<file path="config.mk">
export PLATFORM = sky130hd
export DESIGN_NAME = ca_filter_pair
export DESIGN_NICKNAME = d
export VERILOG_FILES = /design/src/rtl/ca_sec_pkg.sv /design/src/rtl/ca_sec_buf.sv /design/src/rtl/ca_sec_filter.sv /design/src/rtl/ca_filter_pair.sv
export SDC_FILE = /design/constraint.sdc
export NUM_CORES = 2
export LEC_CHECK = 0
export BUFFER_PORTS_ARGS = -buffer_cell sky130_fd_sc_hd__buf_2
export CAP_MARGIN = 20
export CORE_MARGIN = 1.5
export CORE_UTILIZATION = 55
export DETAILED_ROUTE_END_ITERATION = 8
export PLACE_DENSITY = 0.71
export REMOVE_ABC_BUFFERS = 1
export SLEW_MARGIN = 20
export SYNTH_ARGS = -nofsm -noshare
export SYNTH_HDL_FRONTEND = slang
export SYNTH_SLANG_ARGS = --single-unit
</file>
<file path="constraint.sdc">
create_clock -name clk -period 4.8 [get_ports clk]
set_input_delay 1.44 -clock clk [delete_from_list [all_inputs] [get_ports clk]]
set_output_delay 1.44 -clock clk [all_outputs]
set_load 0.02 [all_outputs]
</file>
<file path="src/rtl/ca_sec_pkg.sv">
package ca_sec_pkg;
    localparam int PID_W = 13;

    typedef enum logic [1:0] {
        S_IDLE,
        S_HEAD,
        S_BODY,
        S_FULL
    } sec_state_e;
endpackage

</file>
<file path="src/rtl/ca_sec_buf.sv">
module ca_sec_buf #(
    parameter  int DEPTH_B = 256,
    localparam int AW      = $clog2(DEPTH_B),
    localparam int RW      = AW - 1
) (
    input  logic          clk,
    input  logic          we,
    input  logic [AW-1:0] waddr,
    input  logic [7:0]    wdata,
    input  logic          re,
    input  logic [RW-1:0] raddr,
    output logic [15:0]   rdata
);
    logic [7:0] mem [DEPTH_B];

    // even byte of a word sits in the upper half
    always_ff @(posedge clk) begin
        if (we) mem[waddr] <= wdata;
        if (re) rdata <= {mem[{raddr, 1'b0}], mem[{raddr, 1'b1}]};
    end
endmodule

</file>
<file path="src/rtl/ca_sec_filter.sv">
module ca_sec_filter
    import ca_sec_pkg::*;
#(
    parameter  int CMP_BYTES    = 7,
    parameter  bit PID_MASKABLE = 1'b0,
    parameter  int BUF_BYTES    = 256,
    localparam int AW  = $clog2(BUF_BYTES),
    localparam int CW  = AW + 1,
    localparam int RW  = AW - 1,
    localparam int WCW = RW + 1,
    localparam int CB  = CMP_BYTES * 8
) (
    input  logic             clk,
    input  logic             rst_n,
    input  logic             in_valid,
    input  logic [7:0]       in_data,
    input  logic [PID_W-1:0] in_pid,
    input  logic             in_sec_start,
    input  logic             in_pkt_err,
    input  logic             en,
    input  logic             eligible,
    input  logic [PID_W-1:0] pid,
    input  logic [PID_W-1:0] pid_mask,
    input  logic [7:0]       tid,
    input  logic [7:0]       tid_mask,
    input  logic [CB-1:0]    cmp_val,
    input  logic [CB-1:0]    cmp_mask,
    input  logic             rel,
    input  logic             rd_en,
    input  logic [RW-1:0]    rd_addr,
    output logic [15:0]      rd_data,
    output logic             stat,
    output logic             irq,
    output logic             too_long,
    output logic [WCW-1:0]   word_cnt
);
    sec_state_e       st_q, st_d;
    logic [CW-1:0]    cnt_q;
    logic [12:0]      tot_q;
    logic [3:0]       lhi_q;
    logic             tl_q, irq_q;
    logic             wr, fire, trunc;
    logic             pid_hit, tid_ok, cmp_bad, last_rd;
    logic [PID_W-1:0] pmask;
    logic [12:0]      tot_new;
    logic [WCW-1:0]   words;

    assign pmask   = pid_mask | {PID_W{!PID_MASKABLE}};
    assign pid_hit = in_valid && (((in_pid ^ pid) & pmask) == '0);
    assign tid_ok  = ((in_data ^ tid) & tid_mask) == 8'h00;
    assign tot_new = {1'b0, lhi_q, in_data} + 13'd3;
    assign words   = WCW'((cnt_q + CW'(1)) >> 1);
    assign last_rd = ({1'b0, rd_addr} == (words - WCW'(1)));

    always_comb begin
        cmp_bad = 1'b0;
        for (int i = 0; i < CMP_BYTES; i++) begin
            if (cnt_q == CW'(i + 3))
                cmp_bad = ((in_data ^ cmp_val[i*8 +: 8]) & cmp_mask[i*8 +: 8]) != 8'h00;
        end
    end

    // state register
    always_ff @(posedge clk or negedge rst_n) begin
        if (!rst_n) st_q <= S_IDLE;
        else        st_q <= st_d;
    end

    // next state and per-cycle controls
    always_comb begin
        st_d  = st_q;
        wr    = 1'b0;
        fire  = 1'b0;
        trunc = 1'b0;
        unique case (st_q)
            S_IDLE: begin
                if (pid_hit && in_sec_start && en && eligible && tid_ok) begin
                    wr   = 1'b1;
                    st_d = S_HEAD;
                end
            end
            S_HEAD: begin
                if (pid_hit) begin
                    if (in_pkt_err) begin
                        st_d = S_IDLE;
                    end else begin
                        wr = 1'b1;
                        if (cnt_q == CW'(2)) begin
                            if (tot_new == 13'd3) begin
                                st_d = S_FULL;
                                fire = 1'b1;
                            end else begin
                                st_d = S_BODY;
                            end
                        end
                    end
                end
            end
            S_BODY: begin
                if (pid_hit) begin
                    if (in_pkt_err || cmp_bad) begin
                        st_d = S_IDLE;
                    end else begin
                        wr = 1'b1;
                        if (13'(cnt_q) + 13'd1 == tot_q) begin
                            st_d = S_FULL;
                            fire = 1'b1;
                        end else if (cnt_q == CW'(BUF_BYTES - 1)) begin
                            st_d  = S_FULL;
                            fire  = 1'b1;
                            trunc = 1'b1;
                        end
                    end
                end
            end
            S_FULL: begin
                if (rel || (rd_en && last_rd)) st_d = S_IDLE;
            end
            default: st_d = S_IDLE;
        endcase
    end

    always_ff @(posedge clk or negedge rst_n) begin
        if (!rst_n) begin
            cnt_q <= '0;
            tot_q <= '0;
            lhi_q <= '0;
            tl_q  <= 1'b0;
            irq_q <= 1'b0;
        end else begin
            irq_q <= fire;
            if (wr)                  cnt_q <= cnt_q + CW'(1);
            else if (st_d == S_IDLE) cnt_q <= '0;
            if (wr && st_q == S_HEAD && cnt_q == CW'(1)) lhi_q <= in_data[3:0];
            if (wr && st_q == S_HEAD && cnt_q == CW'(2)) tot_q <= tot_new;
            if (trunc)               tl_q <= 1'b1;
            else if (st_d == S_IDLE) tl_q <= 1'b0;
        end
    end

    ca_sec_buf #(.DEPTH_B(BUF_BYTES)) u_buf (
        .clk   (clk),
        .we    (wr),
        .waddr (cnt_q[AW-1:0]),
        .wdata (in_data),
        .re    (rd_en),
        .raddr (rd_addr),
        .rdata (rd_data)
    );

    assign stat     = (st_q == S_FULL);
    assign irq      = irq_q;
    assign too_long = tl_q;
    assign word_cnt = stat ? words : '0;

    AST_CNT_BOUND: assert property (@(posedge clk) disable iff (!rst_n)
        cnt_q <= CW'(BUF_BYTES));
    AST_IRQ_WITH_STAT: assert property (@(posedge clk) disable iff (!rst_n)
        irq |-> stat);
    AST_IRQ_SINGLE: assert property (@(posedge clk) disable iff (!rst_n)
        irq |=> !irq);
    AST_TRUNC_FULL: assert property (@(posedge clk) disable iff (!rst_n)
        too_long |-> (stat && word_cnt == WCW'(BUF_BYTES / 2)));
    AST_FULL_HOLDS: assert property (@(posedge clk) disable iff (!rst_n)
        (stat && !rel && !rd_en) |=> stat);
endmodule

</file>
<file path="src/rtl/ca_filter_pair.sv">
module ca_filter_pair
    import ca_sec_pkg::*;
#(
    parameter  int CMP_BYTES    = 7,
    parameter  bit PID_MASKABLE = 1'b0,
    parameter  int BUF_BYTES    = 256,
    localparam int NF  = 2,
    localparam int RW  = $clog2(BUF_BYTES) - 1,
    localparam int WCW = RW + 1,
    localparam int CB  = CMP_BYTES * 8
) (
    input  logic                clk,
    input  logic                rst_n,
    input  logic                in_valid,
    input  logic [7:0]          in_data,
    input  logic [PID_W-1:0]    in_pid,
    input  logic                in_sec_start,
    input  logic                in_pkt_err,
    input  logic [NF-1:0]       cfg_en,
    input  logic                cfg_eq_cond,
    input  logic [NF*PID_W-1:0] cfg_pid,
    input  logic [NF*PID_W-1:0] cfg_pid_mask,
    input  logic [NF*8-1:0]     cfg_tid,
    input  logic [NF*8-1:0]     cfg_tid_mask,
    input  logic [NF*CB-1:0]    cfg_cmp,
    input  logic [NF*CB-1:0]    cfg_cmp_mask,
    input  logic [NF-1:0]       rel,
    input  logic                rd_en,
    input  logic                rd_sel,
    input  logic [RW-1:0]       rd_addr,
    output logic [15:0]         rd_data,
    output logic [NF-1:0]       stat,
    output logic [NF-1:0]       irq,
    output logic [NF-1:0]       too_long,
    output logic [NF*WCW-1:0]   word_cnt
);
    logic [15:0] rdat [NF];
    logic        elig [NF];
    logic        sel_q;

    for (genvar g = 0; g < NF; g++) begin : g_flt
        if (g == 0) begin : g_even
            assign elig[g] = 1'b1;
        end else begin : g_odd
            // odd filter only takes a section while the even buffer is occupied
            assign elig[g] = !cfg_eq_cond || stat[0];
        end

        ca_sec_filter #(
            .CMP_BYTES    (CMP_BYTES),
            .PID_MASKABLE (PID_MASKABLE),
            .BUF_BYTES    (BUF_BYTES)
        ) u_flt (
            .clk          (clk),
            .rst_n        (rst_n),
            .in_valid     (in_valid),
            .in_data      (in_data),
            .in_pid       (in_pid),
            .in_sec_start (in_sec_start),
            .in_pkt_err   (in_pkt_err),
            .en           (cfg_en[g]),
            .eligible     (elig[g]),
            .pid          (cfg_pid[g*PID_W +: PID_W]),
            .pid_mask     (cfg_pid_mask[g*PID_W +: PID_W]),
            .tid          (cfg_tid[g*8 +: 8]),
            .tid_mask     (cfg_tid_mask[g*8 +: 8]),
            .cmp_val      (cfg_cmp[g*CB +: CB]),
            .cmp_mask     (cfg_cmp_mask[g*CB +: CB]),
            .rel          (rel[g]),
            .rd_en        (rd_en && (rd_sel == 1'(g))),
            .rd_addr      (rd_addr),
            .rd_data      (rdat[g]),
            .stat         (stat[g]),
            .irq          (irq[g]),
            .too_long     (too_long[g]),
            .word_cnt     (word_cnt[g*WCW +: WCW])
        );
    end

    always_ff @(posedge clk or negedge rst_n) begin
        if (!rst_n)     sel_q <= 1'b0;
        else if (rd_en) sel_q <= rd_sel;
    end

    assign rd_data = sel_q ? rdat[1] : rdat[0];
endmodule

</file>
### After elaboration in Yosys (flattened, before gate mapping)

Memory sizes are Yosys's and may differ from the RTL's. A register that Yosys moved wholly into a read port is not among the register bits.
Index checks and enable logic that the tools add are counted.

* bits in registers: 61
* bits in writable memories: 4096
* logic and storage cells: 229
* memories: 2

* add/sub/neg operators: 8
* eq/ne operators: 32
* mux-type cells: 88
* bitwise operators: 35
* reduce and logical (&&, ||, !) cells: 51

Memory list
* g_flt[0].u_flt.u_buf.mem: words 256, width 8, rd ports 2, clocked after memory_dff 2, write ports 1, line ca_sec_buf.sv:14 `logic [7:0] mem [DEPTH_B];`
* g_flt[1].u_flt.u_buf.mem: words 256, width 8, rd ports 2, clocked after memory_dff 2, write ports 1, line ca_sec_buf.sv:14

Operator list (count)
* $and A8 B8 Y8: 16
* $xor A8 B8 Y8: 16
* $reduce_bool A8 Y1: 14
* $eq A9 B3 Y1 const B: 8
* $mux W1: 57
* $eq A9 B2 Y1 const B: 4
* $eq A9 B4 Y1 const B: 4
* $mux W2: 18
* $mux W9: 4
* $add A12 B2 Y13 const B: 2
* $eq A13 B13 Y1: 2
* $eq A13 B2 Y1 const B: 2
* $logic_not A13 Y1: 2
* $xor A13 B13 Y13: 2
* $add A9 B1 Y10 const B: 2
* $logic_and A1 B1 Y1: 19
* $add A9 B1 Y9 const B: 2
* $eq A9 B1 Y1 const B: 2
* $eq A9 B8 Y1 const B: 2
* $eq A7 B8 Y1: 2
* $logic_not A8 Y1: 2
* $mux W16: 1
* $mux W8: 2
* $pmux W2 S4: 2
* other kinds (10): 27

### Longest topological paths before layout

* depth after elaboration: 17
* mapped depth: 16
* depth with buffers taken out: 15

### Modules after synthesis

A second synthesis with hierarchy kept.

* cell total of the unflattened synthesis: 7458
* area total of the unflattened synthesis: 166691.1 µm²

Modules (own cells, without submodules)
* ca_sec_buf: times used 2, cells each 3262, area each 79354.9 µm²
* ca_sec_filter: times used 2, cells each 455, area each 3838.7 µm²
* ca_filter_pair: times used 1, cells each 24, area each 304.0 µm²

### Worst setup path after synthesis

Ideal clock, no wire load.

* path kind: input to register
* start: in cfg_pid[12]
* end: mem g_flt[0].u_flt.u_buf.mem[55][0] (enable)
* library setup time: 0.395 ns
* data arrival time: 4.328 ns
* data required time: 4.405 ns
* path slack: 0.077 ns
* stages: 12
* cells stage by stage: xnor2_1 > nand4_1 > or4_1 > clkbuf_1 > inv_1 > nand2_1 > a311o_1 > a21o_1 > buf_2 > clkbuf_1 > buf_1 > nor4_1

* longest elaborated chain between the ends: 10
* elaborated cells between the ends (all ways): 12

RTL lines
* start: declaration: line ca_filter_pair.sv:21 `input logic [NF*PID_W-1:0] cfg_pid,`
* $xor A13 B13 Y13 (*): line ca_sec_filter.sv:49 `assign pid_hit = in_valid && (((in_pid ^ pid) & pmask) == '0);`
* $logic_not A13 Y1 (*): line ca_sec_filter.sv:49
* $logic_and A1 B1 Y1 (*): line ca_sec_filter.sv:49
* $logic_and A1 B1 Y1 (3 in series): line ca_sec_filter.sv:77 `if (pid_hit && in_sec_start && en && eligible && tid_ok) begin`
* $mux W1: line ca_sec_filter.sv:77
* $pmux W1 S3 (*): line ca_sec_filter.sv:75 `unique case (st_q)`
* $mux W1 (*): line ca_sec_buf.sv:18 `if (we) mem[waddr] <= wdata;`
* $mux W1 (not written as such) (*): line ca_sec_buf.sv:18
* end: declaration: line ca_sec_buf.sv:14

Mark *: on every way between the ends. The rest lies on a longest branch, timed or not.

### Worst setup path in the final report

* start: reg g_flt[0].u_flt.cnt_q[3]
* end: out word_cnt[6]

* longest elaborated chain between the ends: 2

RTL lines
* start: declaration: line ca_sec_filter.sv:38 `logic [CW-1:0] cnt_q;`
* start signal: assignment: line ca_sec_filter.sv:132 `if (wr) cnt_q <= cnt_q + CW'(1);`
* $add A9 B1 Y9: line ca_sec_filter.sv:52 `assign words = WCW'((cnt_q + CW'(1)) >> 1);`
* $mux W8: line ca_sec_filter.sv:154 `assign word_cnt = stat ? words : '0;`
* end: declaration: line ca_filter_pair.sv:35 `output logic [NF*WCW-1:0] word_cnt`

Every way passes these cells.

==> impl_metrics.json <==
{
  "ys_seq_area_share_pct": 75.2,
  "yosys-top-cells-area": "edfxtp_1, mux4_2, nor2_1",
  "reg2reg_from": "g_flt[0].u_flt.cnt_q[5]",
  "drt-initial-drc-count": 11100,
  "routedWlPerCell_um": 32.2,
  "antenna_found_initial": 25,
  "worstPathArrival_ns": 3.28,
  "post-route-period-util_pct": 98.4,
  "grt_pass1_wl_um": 613000,
  "area_delta_synth_final_pct": 17.0,
  "ys_top_cells_by_count": "edfxtp_1, mux4_2, nor2_1",
  "fmax_ghz": 0.212,
  "cts_setup_buffers": 0,
  "critPathSlowestCell": "dfrtp_1",
  "synth_seq_cells": 4189,
  "vdd_drop_max_uv": 305,
  "synth_most_common_cell": "edfxtp_1",
  "die_h_um": 554,
  "grt_pass1_vias": 86100,
  "cp_cell_sequence": "buf_4 > and4_1 > nand3_1 > xnor2_1 > and2_1 > buf_2",
  "period_needed_ns": 4.72,
  "root_buffer": "clkbuf_16",
  "ys_types": 83,
  "path_max_fanout": 16,
  "avgSynthCellArea_um2": 22.0,
  "grt_overflow_total": 0,
  "place_area_mm2": 0.181,
  "synthMuxAreaShare_pct": 18.4,
  "track_usage_pct": 27.9,
  "yosysWarningCount": 0,
  "die_w_um": 554,
  "finalSetupTns_ns": 0,
  "port_buffers": 359,
  "cts_buffer_depth": 4,
  "cp-end-kind": "output port",
  "hold_class": "input port to asynchronous set/reset pin",
  "finalHoldViolations": 0,
  "place.gp.congestion": 0.956,
  "drive_gt1_share_pct": 37.5,
  "rsz0062_at_grt": "false",
  "start_kind": "flip-flop",
  "clk_latency_ns": 0.98,
  "power_per_cell_area_mw_per_mm2": 396,
  "total_power_w": 0.0773,
  "nNetsFinal": 9288,
  "pin_count": 386,
  "crit_start": "g_flt[0].u_flt.cnt_q[3]",
  "htree_levels": 5,
  "worst_pin_slew_ns": 1.30,
  "grt_max_degree": 178,
  "synth_fa_ha_area_share_pct": 0.180,
  "synth_flop_cell": "edfxtp_1",
  "synth-compound-area-share_pct": 1.03,
  "finalMaxSlewViolations": 0,
  "fillerInstances": 19300,
  "drc": 0,
  "yosys.area.top_type": "edfxtp_1",
  "vias_per_cell": 6.41,
  "status": "finished, final reports clean",
  "clock_skew_ns": 0.0933,
  "start_util_pct": 55.2,
  "synth_xor_area_share_pct": 1.15,
  "fin_hold_ws_ns": 0.492,
  "finalWirelength_um": 427000,
  "max-cap-violations": 0,
  "cts_buffers": 410,
  "final_antenna_net_count": 0,
  "stdcell_area_mm2": 0.195,
  "vias": 84900,
  "cp_top_family": "simple AND/OR/NAND/NOR gates",
  "rows": 202,
  "clk_pin_slew_worst_paths_ns": 0.06,
  "maxSlewHeadroom_pct": 13.4,
  "ff2ff_path_depth": 14,
  "required_ns": 3.36,
  "core_mm2": 0.302,
  "synth-edff-count": 4128,
  "worst-setup-path-type": "flip-flop to output port",
  "synth_top_family_by_area": "multiplexers",
  "ctsHoldBuffers": 0,
  "path_buf_inv": 2,
  "max_stage_delay_ns": 0.55,
  "die-area_mm2": 0.307,
  "firstDrtPassIters": 6,
  "p_leak_nw": 63.6,
  "synthCells": 7577,
  "synthSimpleGateAreaFrac_pct": 2.78,
  "numClockSinks": 4189,
  "netlist_area_mm2": 0.167,
  "dp_hpwl_um": 276000,
  "final_util_pct": 64.6,
  "yosys.area.top_type_share_pct": 74.3,
  "cp_num_cells": 6,
  "finalSetupViolCount": 0,
  "async_flop_share_pct": 1.46,
  "cts_tree": "yes"
}
worst paths after layout:
kind	endpoint	slack (ns)
worst max-delay path	word_cnt[6]	0.08
worst min-delay path	g_flt[1].u_flt.irq	0.49
worst max register to register	g_flt[0].u_flt.cnt_q[1]	0.37
worst min register to register	g_flt[0].u_flt.tot_q[10]	0.50
max in group asynchronous	g_flt[0].u_flt.cnt_q[0]	3.35
min in group clk	g_flt[0].u_flt.tot_q[10]	0.50
placed cells by master, fill, tap and decap left out, drive strengths merged, types with 20 or more instances in the layout:
cell,instances
nor2,515
buf,1406
a22oi,56
nor2b,22
edfxtp,4128
nand3,58
nand2,202
o21ai,66
dfrtp,61
xnor2,57
ha,24
a21oi,20
clkinv,185
inv,40
mux2,28
bufinv,53
clkbuf,484
xor2,149
mux4,1344
nor3,57
clkinvlp,28
nand4,35
or3,21
nor4,32
worst reg2reg max path: cells and delay by family, from the launching register on:
kind	cells	cell delay, ns
AOI/OAI and AO/OA	4	1.09
xor gates and xnor gates	1	0.17
and+or+nand+nor	8	2.06
adders and majority gates	1	0.36
DFF	1	0.66
registers in the layout, indices dropped and copies added (netlist names):
name                     flops
g_flt.u_flt.u_buf.mem     4096
g_flt.u_flt.lhi_q            8
g_flt.u_flt.u_buf.rdata     32
g_flt.u_flt.cnt_q           18
g_flt.u_flt.too_long         2
g_flt.u_flt.st_q             4
sel_q                        1
g_flt.u_flt.irq              2
g_flt.u_flt.tot_q           26
report_power, final:
| group | internal (W) | total (W) | leakage (nW) | switching, W |
|---|---|---|---|---|
| logic | 0.00181 | 0.00436 | 19.0 | 0.00255 |
| clock network | 0.0188 | 0.0327 | 6.65 | 0.0139 |
| registers | 0.0402 | 0.0402 | 38.0 | 0.0000386 |
cells by family (layout without fill, tap and decap cells):
family,after synthesis,after routing
flip-flops,4189,4189
multiplexers,1376,1376
AND/OR/NAND/NOR,1020,1020
buffers and inverters,511,2196
AO/OA/AOI/OAI,246,246
XOR/XNOR,211,211
adder cells (fa/ha/maj),24,24
other,0,7
through the flow:
step	setup WS, ns	std cells
floorplan	-0.759	7098
global placement	-0.450	12500
detailed placement	-0.434	12500
CTS	0.0405	13200
global route	0.0105	13200
finish	0.0767	13200
layer usage:
| layer | GRT usage (%) | share of wire [%] |
|---|---|---|
| met2 | 44.2 | 48 |
| met5 | 0 | 0.029 |
| met3 | 4.89 | 10 |
| met4 | 10.5 | 4.3 |
| met1 | 39.4 | 37 |
area by class of cell:
cell class                      count  area (um2)  share of cell area [%]
Inverter                           32         125                  0.0641
Multi-Input combinational cell   2877       39300                    20.1
Timing Repair Buffer             1406       11600                    5.92
Tap cell                         3978        4980                    2.55
Clock inverter                    274        3190                    1.64
Clock buffer                      484       10600                    5.43
Sequential cell                  4189      125000                    64.3
Antenna cell                        7        17.5                 0.00897
repair_timing:
| action | 4_1_cts | 5_1_grt |
|---|---|---|
| resized for setup | 4 | 1 |
| gates cloned | 0 | 0 |
| setup endpoints to repair | 3 | 1 |
Note: power is estimated with default switching activity, not from simulation.
